File: config.mk
export PLATFORM = sky130hd
export DESIGN_NAME = cpnull_seq
export DESIGN_NICKNAME = d
export VERILOG_FILES = /design/src/rtl/cpnull_pkg.sv /design/src/rtl/cpnull_decode.sv /design/src/rtl/cpnull_fsm.sv /design/src/rtl/cpnull_seq.sv
export SDC_FILE = /design/constraint.sdc
export NUM_CORES = 1
export LEC_CHECK = 0
export BUFFER_PORTS_ARGS = -buffer_cell sky130_fd_sc_hd__buf_2
export CORE_UTILIZATION = 47
export DETAILED_ROUTE_END_ITERATION = 16
export PLACE_DENSITY = 0.81
export SETUP_SLACK_MARGIN = 0.5
export SLEW_MARGIN = 20
export SYNTH_ARGS = -nofsm -noshare
export SYNTH_HDL_FRONTEND = slang
export SYNTH_HIERARCHICAL = 1
export SYNTH_SLANG_ARGS = --single-unit
export TNS_END_PERCENT = 1
File: constraint.sdc
create_clock -name clk -period 2.4 [get_ports clk]
set_clock_uncertainty 0.05 [all_clocks]
set_input_delay 0.36 -clock clk [delete_from_list [all_inputs] [get_ports clk]]
set_output_delay 0.36 -clock clk [all_outputs]
set_load 0.05 [all_outputs]
File: src/rtl/cpnull_pkg.sv
package cpnull_pkg;

    typedef enum logic [1:0] {
        ST_IDLE = 2'd0,
        ST_WAIT = 2'd1,
        ST_SVC  = 2'd2,
        ST_DONE = 2'd3
    } cpn_state_e;

    typedef struct packed {
        logic is_null;
        logic ca;
        logic ia;
        logic pf;
        logic tf;
    } resp_flags_t;

    typedef struct packed {
        cpn_state_e st;
        logic       cond_cat;
        logic       reread;
        logic       svc;
        logic       done;
        logic       cval;
        logic       ctrue;
        logic       trc;
    } seq_regs_t;

endpackage

File: src/rtl/cpnull_decode.sv
module cpnull_decode
    import cpnull_pkg::*;
#(
    parameter int unsigned WORD_W    = 16,
    parameter int unsigned CA_POS    = 15,
    parameter int unsigned IA_POS    = 14,
    parameter int unsigned FN_HI     = 13,
    parameter int unsigned FN_LO     = 8,
    parameter int unsigned PF_POS    = 1,
    parameter int unsigned TF_POS    = 0,
    parameter int unsigned NULL_CODE = 0
) (
    input  logic [WORD_W-1:0] word_i,
    output resp_flags_t       flags_o
);
    localparam int unsigned FN_W = FN_HI - FN_LO + 1;
    localparam logic [FN_W-1:0] NULL_FN = FN_W'(NULL_CODE);

    logic [FN_W-1:0] fn_field;
    logic            unused_rest;

    assign fn_field    = word_i[FN_HI:FN_LO];
    assign unused_rest = ^word_i;

    always_comb begin
        flags_o.is_null = (fn_field == NULL_FN);
        flags_o.ca      = word_i[CA_POS];
        flags_o.ia      = word_i[IA_POS];
        flags_o.pf      = word_i[PF_POS];
        flags_o.tf      = word_i[TF_POS];
    end

    initial begin
        assert (FN_HI >= FN_LO && FN_HI < WORD_W && CA_POS < WORD_W && IA_POS < WORD_W)
            else $error("cpnull_decode: field positions outside the word");
    end
endmodule

File: src/rtl/cpnull_fsm.sv
module cpnull_fsm
    import cpnull_pkg::*;
(
    input  logic        clk,
    input  logic        rst_n,
    input  logic        start_i,
    input  logic        cond_cat_i,
    input  logic        trace_pend_i,
    input  logic        irq_pend_i,
    input  logic        irq_done_i,
    input  logic        resp_valid_i,
    input  resp_flags_t flags_i,
    output logic        reread_o,
    output logic        irq_svc_o,
    output logic        done_o,
    output logic        cond_valid_o,
    output logic        cond_true_o,
    output logic        trace_start_o
);
    seq_regs_t q, d;
    logic      go_on, finish;

    always_comb begin
        d        = q;
        d.reread = 1'b0;
        d.done   = 1'b0;
        d.cval   = 1'b0;
        d.trc    = 1'b0;
        go_on    = 1'b0;
        finish   = 1'b0;
        case (q.st)
            ST_IDLE: begin
                if (start_i) begin
                    d.st       = ST_WAIT;
                    d.cond_cat = cond_cat_i;
                end
            end
            ST_WAIT: begin
                if (resp_valid_i) begin
                    if (flags_i.ca) begin
                        go_on = 1'b1;
                    end else if (q.cond_cat) begin
                        finish = 1'b1;
                        if (flags_i.is_null) begin
                            d.cval  = 1'b1;
                            d.ctrue = flags_i.tf;
                        end
                    end else if (trace_pend_i) begin
                        if (flags_i.is_null && flags_i.pf) begin
                            finish = 1'b1;
                            d.trc  = 1'b1;
                        end else begin
                            go_on = 1'b1;
                        end
                    end else begin
                        finish = 1'b1;
                    end
                    if (go_on) begin
                        if (flags_i.ia && irq_pend_i) begin
                            d.st  = ST_SVC;
                            d.svc = 1'b1;
                        end else begin
                            d.reread = 1'b1;
                        end
                    end
                    if (finish) begin
                        d.st   = ST_DONE;
                        d.done = 1'b1;
                    end
                end
            end
            ST_SVC: begin
                if (irq_done_i) begin
                    d.svc    = 1'b0;
                    d.reread = 1'b1;
                    d.st     = ST_WAIT;
                end
            end
            ST_DONE: begin
                d.st = ST_IDLE;
            end
            default: d.st = ST_IDLE;
        endcase
    end

    always_ff @(posedge clk or negedge rst_n) begin
        if (!rst_n) begin
            q <= '{st: ST_IDLE, default: 1'b0};
        end else begin
            q <= d;
        end
    end

    assign reread_o      = q.reread;
    assign irq_svc_o     = q.svc;
    assign done_o        = q.done;
    assign cond_valid_o  = q.cval;
    assign cond_true_o   = q.ctrue;
    assign trace_start_o = q.trc;

    AST_PLAIN_REREAD: assert property (@(posedge clk) disable iff (!rst_n)
        (q.st == ST_WAIT && resp_valid_i && flags_i.ca && !(flags_i.ia && irq_pend_i)) |=> (reread_o && !irq_svc_o));
    AST_SVC_ENTRY: assert property (@(posedge clk) disable iff (!rst_n)
        (q.st == ST_WAIT && resp_valid_i && flags_i.ca && flags_i.ia && irq_pend_i) |=> (irq_svc_o && !reread_o));
    AST_SVC_HOLD: assert property (@(posedge clk) disable iff (!rst_n)
        (irq_svc_o && !irq_done_i) |=> (irq_svc_o && !reread_o && !done_o));
    AST_SVC_RELEASE: assert property (@(posedge clk) disable iff (!rst_n)
        (irq_svc_o && irq_done_i) |=> (reread_o && !irq_svc_o));
    AST_COND_RESULT: assert property (@(posedge clk) disable iff (!rst_n)
        (q.st == ST_WAIT && resp_valid_i && !flags_i.ca && q.cond_cat && flags_i.is_null)
        |=> (done_o && cond_valid_o && cond_true_o == $past(flags_i.tf)));
    AST_GEN_END: assert property (@(posedge clk) disable iff (!rst_n)
        (q.st == ST_WAIT && resp_valid_i && !flags_i.ca && !q.cond_cat && !trace_pend_i)
        |=> (done_o && !trace_start_o && !cond_valid_o));
    AST_TRACE_HOLD: assert property (@(posedge clk) disable iff (!rst_n)
        (q.st == ST_WAIT && resp_valid_i && !q.cond_cat && trace_pend_i && !(flags_i.is_null && flags_i.pf))
        |=> !done_o);
    AST_TRACE_WITH_DONE: assert property (@(posedge clk) disable iff (!rst_n)
        trace_start_o |-> (done_o && !cond_valid_o));
    AST_DONE_PULSE: assert property (@(posedge clk) disable iff (!rst_n)
        done_o |=> (!done_o && !cond_valid_o && !trace_start_o));
    AST_ONE_ACTION: assert property (@(posedge clk) disable iff (!rst_n)
        $onehot0({reread_o, irq_svc_o, done_o}));
    AST_IDLE_QUIET: assert property (@(posedge clk) disable iff (!rst_n)
        (q.st == ST_IDLE) |=> (!done_o && !reread_o && !irq_svc_o));
endmodule

File: src/rtl/cpnull_seq.sv
module cpnull_seq
    import cpnull_pkg::*;
#(
    parameter int unsigned WORD_W    = 16,
    parameter int unsigned CA_POS    = 15,
    parameter int unsigned IA_POS    = 14,
    parameter int unsigned FN_HI     = 13,
    parameter int unsigned FN_LO     = 8,
    parameter int unsigned PF_POS    = 1,
    parameter int unsigned TF_POS    = 0,
    parameter int unsigned NULL_CODE = 0
) (
    input  logic              clk,
    input  logic              rst_n,
    input  logic              start_i,
    input  logic              cond_cat_i,
    input  logic              trace_pend_i,
    input  logic              irq_pend_i,
    input  logic              irq_done_i,
    input  logic              resp_valid_i,
    input  logic [WORD_W-1:0] resp_word_i,
    output logic              reread_o,
    output logic              irq_svc_o,
    output logic              done_o,
    output logic              cond_valid_o,
    output logic              cond_true_o,
    output logic              trace_start_o
);
    resp_flags_t flags;

    cpnull_decode #(
        .WORD_W   (WORD_W),
        .CA_POS   (CA_POS),
        .IA_POS   (IA_POS),
        .FN_HI    (FN_HI),
        .FN_LO    (FN_LO),
        .PF_POS   (PF_POS),
        .TF_POS   (TF_POS),
        .NULL_CODE(NULL_CODE)
    ) u_decode (
        .word_i (resp_word_i),
        .flags_o(flags)
    );

    cpnull_fsm u_fsm (
        .clk          (clk),
        .rst_n        (rst_n),
        .start_i      (start_i),
        .cond_cat_i   (cond_cat_i),
        .trace_pend_i (trace_pend_i),
        .irq_pend_i   (irq_pend_i),
        .irq_done_i   (irq_done_i),
        .resp_valid_i (resp_valid_i),
        .flags_i      (flags),
        .reread_o     (reread_o),
        .irq_svc_o    (irq_svc_o),
        .done_o       (done_o),
        .cond_valid_o (cond_valid_o),
        .cond_true_o  (cond_true_o),
        .trace_start_o(trace_start_o)
    );
endmodule

==> results of run 1 <==
==> cell families after synthesis <==
| family | synth area share |
|---|---|
| and+or+nand+nor | 0.196 |
| AOI/OAI and AO/OA | 0.190 |
| buffers and inverters | 0.0959 |
| DFF | 0.367 |
| muxes | 0.0694 |
| adders and majority gates | 0.0816 |
==> cell type report <==
| class | instances | area share |
|---|---|---|
| multi-input combinational | 38 | 0.451 |
| sequential | 9 | 0.301 |
| timing repair buffer | 24 | 0.167 |
| clock buffer | 4 | 0.0351 |
| inverter | 4 | 0.0234 |
| tap | 14 | 0.0234 |
==> cells in the final DEF (no fill, tap or decap) <==
master / instances
buf_2: 23
dfrtp_1: 9
nand2_1: 5
ha_1: 4
clkbuf_4: 3
inv_1: 3
a21oi_1: 3
nand2b_1: 3
mux2i_1: 2
nand3_1: 2
clkbuf_1: 1
dlygate4sd3_1: 1
or4_1: 1
nor3_4: 1
nand3b_2: 1
nor2_4: 1
nand2_2: 1
nor2b_2: 1
nor3b_1: 1
a21o_4: 1
nand4_1: 1
a21boi_1: 1
inv_4: 1
o221ai_4: 1
o22a_1: 1
a211oi_1: 1
o31ai_1: 1
a31oi_4: 1
mux2_2: 1
and3_1: 1
o211ai_1: 1
mux2_1: 1
==> state kept, by name, indices dropped and copies added, names as in the netlist <==
register,count
u_fsm/done_o,1
u_fsm/trace_start_o,1
u_fsm/reread_o,1
u_fsm/cond_valid_o,1
u_fsm/q,3
u_fsm/irq_svc_o,1
u_fsm/cond_true_o,1
==> power by group <==
part / leakage (nW) / switching (mW) / total (mW) / internal, mW
clock: 0.0150 / 0.0484 / 0.112 / 0.0638
sequential: 0.119 / 0.0208 / 0.209 / 0.189
combinational: 0.236 / 0.223 / 0.385 / 0.162
total: 0.370 / 0.292 / 0.707 / 0.415
==> path summary, 6_finish.rpt <==
path,start,to
setup / recovery,resp_word_i[13],u_fsm/q[7]$_DFFE_PN0P_
hold / removal,resp_word_i[0],u_fsm/cond_true_o$_DFFE_PN0P_
setup reg to reg,u_fsm/q[8]$_DFFE_PN0P_,u_fsm/cond_true_o$_DFFE_PN0P_
hold reg to reg,u_fsm/cond_true_o$_DFFE_PN0P_,u_fsm/cond_true_o$_DFFE_PN0P_
max in group asynchronous,rst_n,u_fsm/irq_svc_o$_DFFE_PN0P_
min in group asynchronous,rst_n,u_fsm/q[6]$_DFFE_PN0P_
==> critical path, stage by stage <==
cell,delay (ps)
buf_2,90
or4_1,580
nor3_4,170
nand2_2,110
a21o_4,240
a31oi_4,160
mux2i_1,210
==> layer usage <==
| metal | vias up | global-route usage |
|---|---|---|
| li1 | 242 | - |
| met1 | 232 | 0.171 |
| met2 | 19 | 0.377 |
| met3 | 2 | 0.0523 |
| met4 | 0 | 0.134 |
| met5 | - | 0 |
==> timing repair <==
item,in CTS,in global routing
hold endpoints to repair,9,0
endpoints found under the setup margin,0,1
hold buffers,1,0
gates resized for setup,0,2
==> impl_metrics.ini, run 1 <==
[die]
die_h_um = 38.1
dieArea_um2 = 1450
rows = 12
core-area_um2 = 1160
start_util = 0.530
die_width_um = 38.1
ioPinCount = 30

[worst_hold_path]
min_path_cells = 2
hp-class = input port to flip-flop

[clock_network]
clock_sinks = 9
htreeDepth = 1
cts_tree = built
cts_root_buffer = clkbuf_4
path_clk_slew_ps = 60
clk-insertion-delay-late_ps = 250
post_cts_buffers = 0
clockBufferDepth = 2
cts_made_buffers = 3

[timing]
min_period_over_period = 0.748
finalSetupTns_ps = 0
hold_slack_ps = 281
period_needed_ps = 1800
finalSetupViolCount = 0
max_slew_margin = 0.704
fmax_mhz = 557
drv_slew = 0
hold_viol_final = 0
rsz0062_at_grt = false
tightest_slew_ps = 444
post-route-worst-setup-slack_ps = 604

[routing]
top_layer = met4
wl_met3_um = 82
met1_length_um = 436
vias_per_cell = 5.32
firstDrtPassIters = 2
wire_per_inst_um = 12.6
drc = 0
drt_iter0_drc = 6
wl_met2_um = 637
routed_wirelength_um = 1170
vias = 495
detail-route-antenna-nets = 0

[power_and_ir_drop]
total_leakage_power_nw = 0.370
power_density_nw_per_um2 = 943
total_power_uw = 707
vdd_drop_max_mv = 0.572

[finish]
seq_area_um2 = 225
syn2layout_area_growth_pct = 22.2
final_nets = 108
final_util = 0.648
fin_area_um2 = 749
insertedDiodeCount = 0
fill_cells = 102
drive_gt1_frac = 0.456
stdcell_count = 93
multi_input_area_um2 = 338

[worst_setup_path]
critPathKind = input port to flip-flop
critPathMaxFanout = 5
startpoint_type = input port
r2r_slack_ps = 630
worstRegToRegCells = 5
cp_data_required_time_ps = 2520
critPathCaptureType = flip-flop
cp.arrival_ps = 1920

[logic_synthesis]
synth.most_common_cell = dfrtp_1
synth_cell_types = 29
yosys_register_bits = 9
synth_nets = 84
netlist_area_um2 = 613
synth_top_area_cell = dfrtp_1
synth_area_per_cell_um2 = 10.9
synthArstFlopShare = 1.00
ys.flop_type = dfrtp_1
yosysWarnings = 6
ys_seq_area_frac = 0.367
syn_inst = 56
synth_area_leaders = dfrtp_1 37%, ha_1 8.2%, buf_4 4.9%
synthTopCellsByCount = 9 x dfrtp_1, 6 x nand2_1, 4 x buf_4, 4 x ha_1
yosysTopAreaCellShare = 0.367
synth-edff-count = 0

[grt]
grt_antenna_before_repair = 0
overflow = 0
grt_max_degree = 10
grt_pass1_wl_um = 1800
grt_pass1_vias = 462
groute.usage.overall = 0.197

[placed_design]
numPortBuffers = 23
dp.cells = 88
placed_cell_area_um2 = 704
gp_congestion = 0.757
place_ws_ps = 284
hpwl_um = 966

[flow_run]
max_cap_violations = 0

[outcome]
status = complete, no violations
Power figures use the tool's default switching activity.
==> run 2: changes to the inputs <==
Settings changed: CORE_UTILIZATION 47 to 39, PLACE_DENSITY 0.81 to 0.72.
Clock period 2.4 ns to 1.55 ns, I/O delays scaled along.
==> impl_metrics.ini, run 2 (synthesis results as in run 1) <==
[placed_design]
gp_congestion = 0.802
hpwl_um = 905
dp.cells = 94
numPortBuffers = 23
placed_cell_area_um2 = 743

[clock_network]
clock_sinks = 9
path_clk_slew_ps = 60
cts_tree = built
clk-insertion-delay-late_ps = 260
cts_made_buffers = 3
clockBufferDepth = 2
cts_root_buffer = clkbuf_4
htreeDepth = 1

[grt]
grt_max_degree = 10
grt_pass1_vias = 532
grt_antenna_before_repair = 0
groute.usage.overall = 0.188
grt_pass1_wl_um = 2340
overflow = 0

[timing]
max_slew_margin = 0.827
hold_viol_final = 0
drv_slew = 0
min_period_over_period = 0.997
period_needed_ps = 1550
rsz0062_at_grt = true
tightest_slew_ps = 259
fmax_mhz = 647
finalSetupViolCount = 0

[finish]
seq_area_um2 = 226
drive_gt1_frac = 0.647
multi_input_area_um2 = 410
mostFrequentLayoutCell = buf_2
stdcell_count = 100
syn2layout_area_growth_pct = 50.8
final_nets = 114
insertedDiodeCount = 0
fin_area_um2 = 925
largest_reg_flops = 3
fill_cells = 93
final_cell_mix = 16 x buf_2, 8 x buf_6, 8 x dfrtp_1
top_register = u_fsm/q

[worst_setup_path]
crit_chain = buf_6 > or4_4 > nor3_4 > nand2_2 > a21o_4 > a31oi_4 > mux2i_1
cp.arrival_ps = 1680
path_buf_inv = 1
startpoint_type = input port
cp_data_required_time_ps = 1680
critPathCaptureType = flip-flop
crit_path_top_delay_cell = or4_4
critPathKind = input port to flip-flop
critPathMaxFanout = 5
crit_family = simple AND/OR/NAND/NOR gates
r2r_slack_ps = 80
cpPeakStageDelay_ps = 530

[power_and_ir_drop]
power_density_nw_per_um2 = 1490
vdd_drop_max_mv = 0.799
total_leakage_power_nw = 0.417

[routing]
routed_wirelength_um = 1430
drt_iter0_drc = 10
drc = 0
wire_per_inst_um = 14.3
firstDrtPassIters = 4
detail-route-antenna-nets = 0
vias_per_cell = 5.17
vias = 517

[die]
die_h_um = 41.7
die_width_um = 41.7
dieArea_um2 = 1730
start_util = 0.443
rows = 13
ioPinCount = 30
core-area_um2 = 1380

[flow_run]
max_cap_violations = 0

[worst_hold_path]
hp-class = input port to flip-flop

[outcome]
status = complete, no violations
[run 2: changes by cell type in the layout (fill, tap and decap cells not counted), sizes merged]
cell / previous run / this run
buf: 23 / 29
[run 2: final timing paths]
kind                                                    start                       endpoint  cells past startpoint
min in group asynchronous                               rst_n   u_fsm/cond_valid_o$_DFF_PN0_                      2
worst min-delay path                           resp_word_i[0]  u_fsm/cond_true_o$_DFFE_PN0P_                      2
max in group asynchronous                               rst_n    u_fsm/irq_svc_o$_DFFE_PN0P_                      2
worst min register to register  u_fsm/cond_true_o$_DFFE_PN0P_  u_fsm/cond_true_o$_DFFE_PN0P_                      1
worst max register to register         u_fsm/q[7]$_DFFE_PN0P_         u_fsm/q[7]$_DFFE_PN0P_                      6
worst max-delay path                          resp_word_i[13]         u_fsm/q[7]$_DFFE_PN0P_                      7
[run 2: area by class of cell]
type,count,share of cell area
flip-flops and latches,9,0.245
clock buffers,4,0.0284
repair buffers,30,0.244
multi-input cells,38,0.444
inverters,4,0.0189
well taps,15,0.0203
[run 2: metal layers]
layer | global-route usage | vias to the layer above | part of all wire
met5 | 0 | - | 0
met4 | 0.0581 | 0 | 0
met3 | 0.0913 | 0 | 0.047
met2 | 0.344 | 17 | 0.57
met1 | 0.183 | 247 | 0.38
li1 | - | 253 | -
[run 2: report_power, final]
part / internal (mW) / switching [mW]
Combinational: 0.427 / 0.425
Sequential: 0.293 / 0.0575
Clock: 0.0990 / 0.0784
[run 2: per-stage QoR]
step | util | setup TNS (ps) | power (mW) | setup WS (ps) | hold slack [ps]
finish | 0.669 | 0 | 1.38 | 4.02 | 144
CTS | 0.633 | 0 | 1.28 | 11.9 | 133
global placement | 0.538 | -859 | 0.979 | -251 | 41.0
global route | 0.669 | -31.1 | 1.47 | -31.1 | 129
detailed placement | 0.538 | -1020 | 0.991 | -300 | 43.2
floorplan | - | -228 | 0.831 | -149 | -113
[run 2: repair_timing]
| item | in CTS | in global routing |
|---|---|---|
| pin swaps | 7 | 7 |
| gates resized for setup | 25 | 10 |
| hold endpoints to repair | 9 | 0 |
| endpoints found under the setup margin | 15 | 15 |
| hold buffers | 1 | 0 |
| setup buffers | 1 | 0 |
[run 2: worst register-to-register path, stage by stage, from the launching register on]
cell      delay (ps)
dfrtp_1          420
inv_2            110
ha_4             190
nand2b_1         110
o221ai_4         140
a31oi_4          160
mux2i_1          210
==> run 3: changes to the inputs <==
Settings changed: CORE_UTILIZATION 39 to 47, PLACE_DENSITY 0.72 to 0.81.
Clock period 1.55 ns to 1.97 ns, I/O delays scaled along.
==> impl_metrics.ini, run 3 (synthesis results as in run 1) <==
[finish]
final_nets = 111
syn2layout_area_growth_pct = 28.0
insertedDiodeCount = 0
final_cell_mix = 22 x buf_2, 9 x dfrtp_1, 5 x nand2_1
drive_gt1_frac = 0.500
largest_reg_flops = 3
fin_area_um2 = 785
mostFrequentLayoutCell = buf_2
stdcell_count = 96
top_register = u_fsm/q

[clock_network]
clockBufferDepth = 2
clock_sinks = 9
htreeDepth = 1
path_clk_slew_ps = 70
clk-insertion-delay-late_ps = 260
cts_root_buffer = clkbuf_4
cts_tree = built
cts_made_buffers = 3

[timing]
period_needed_ps = 1600
max_slew_margin = 0.836
fmax_mhz = 624
finalSetupViolCount = 0
rsz0062_at_grt = true
drv_slew = 0
hold_slack_ps = 210
min_period_over_period = 0.814
tightest_slew_ps = 248
post-route-worst-setup-slack_ps = 367
hold_viol_final = 0
finalSetupTns_ps = 0

[routing]
drc = 0
vias_per_cell = 5.20
vias = 499
drt_iter0_drc = 10
routed_wirelength_um = 1140
wire_per_inst_um = 11.9
firstDrtPassIters = 3
detail-route-antenna-nets = 0

[worst_setup_path]
critPathCaptureType = flip-flop
startpoint_type = input port
crit_path_top_delay_cell = or4_4
crit_chain = buf_6 > or4_4 > nor3_4 > nand2_2 > a21o_4 > a31oi_4 > mux2i_1
critPathMaxFanout = 4
crit_family = simple AND/OR/NAND/NOR gates
path_buf_inv = 1
cpPeakStageDelay_ps = 540
cp.arrival_ps = 1740
critPathKind = input port to flip-flop
cp_data_required_time_ps = 2110

[power_and_ir_drop]
power_density_nw_per_um2 = 1140
total_leakage_power_nw = 0.388
vdd_drop_max_mv = 0.586

[placed_design]
dp.cells = 89
placed_cell_area_um2 = 712
place_ws_ps = -27.2
hpwl_um = 852
gp_congestion = 0.784
numPortBuffers = 23

[die]
core-area_um2 = 1160
ioPinCount = 30
die_h_um = 38.1
rows = 12
die_width_um = 38.1
start_util = 0.530
dieArea_um2 = 1450

[grt]
groute.usage.overall = 0.206
grt_max_degree = 10
overflow = 0
grt_pass1_wl_um = 1900
grt_pass1_vias = 470
grt_antenna_before_repair = 0

[flow_run]
max_cap_violations = 0

[worst_hold_path]
hp-class = input port to flip-flop

[outcome]
status = complete, no violations
run 3: changes by cell type in the layout (fill, tap and decap cells not counted), sizes merged:
cell | before | now
buf | 29 | 26
run 3: timing repair:
action	CTS	global route
buffers inserted	2	0
hold buffers	1	0
endpoints found under the hold margin	9	0
cloned	0	0
resized for setup	4	1
setup endpoints to repair	5	5
pin swaps	5	3
run 3: area by class of cell:
cell class | count | area, um2
Fill cell | 108 | 372
Multi-Input combinational cell | 38 | 344
Sequential cell | 9 | 225
Timing Repair Buffer | 27 | 154
Clock buffer | 4 | 26.3
Inverter | 4 | 17.5
Tap cell | 14 | 17.5
run 3: final timing paths:
kind	from	end	slack, ps	depth (start not counted)
hold / removal	resp_word_i[0]	u_fsm/cond_true_o$_DFFE_PN0P_	210	2
setup reg to reg	u_fsm/q[8]$_DFFE_PN0P_	u_fsm/irq_svc_o$_DFFE_PN0P_	420	7
max in group asynchronous	rst_n	u_fsm/reread_o$_DFF_PN0_	1310	2
setup / recovery	resp_word_i[10]	u_fsm/q[7]$_DFFE_PN0P_	370	7
hold reg to reg	u_fsm/cond_true_o$_DFFE_PN0P_	u_fsm/cond_true_o$_DFFE_PN0P_	440	1
min in group asynchronous	rst_n	u_fsm/done_o$_DFF_PN0_	360	2
run 3: power by group:
| group | internal [mW] | switching [mW] | total, mW |
|---|---|---|---|
| clock network | 0.0781 | 0.0666 | 0.145 |
| logic | 0.220 | 0.272 | 0.492 |
| registers | 0.230 | 0.0254 | 0.255 |
| total | 0.528 | 0.364 | 0.892 |
run 3: per-stage QoR:
stage	utilization	power, mW
detailed placement	0.616	0.735
global placement	0.616	0.721
global route	0.679	0.964
floorplan	-	0.654
CTS	0.676	0.893
finish	0.679	0.892
run 3: per-layer routing:
metal,up-vias,share of wire,GRT usage
met1,232,0.38,0.182
met4,0,0.013,0.188
li1,246,-,-
met5,-,0,0
met3,2,0.067,0.0523
met2,19,0.53,0.373
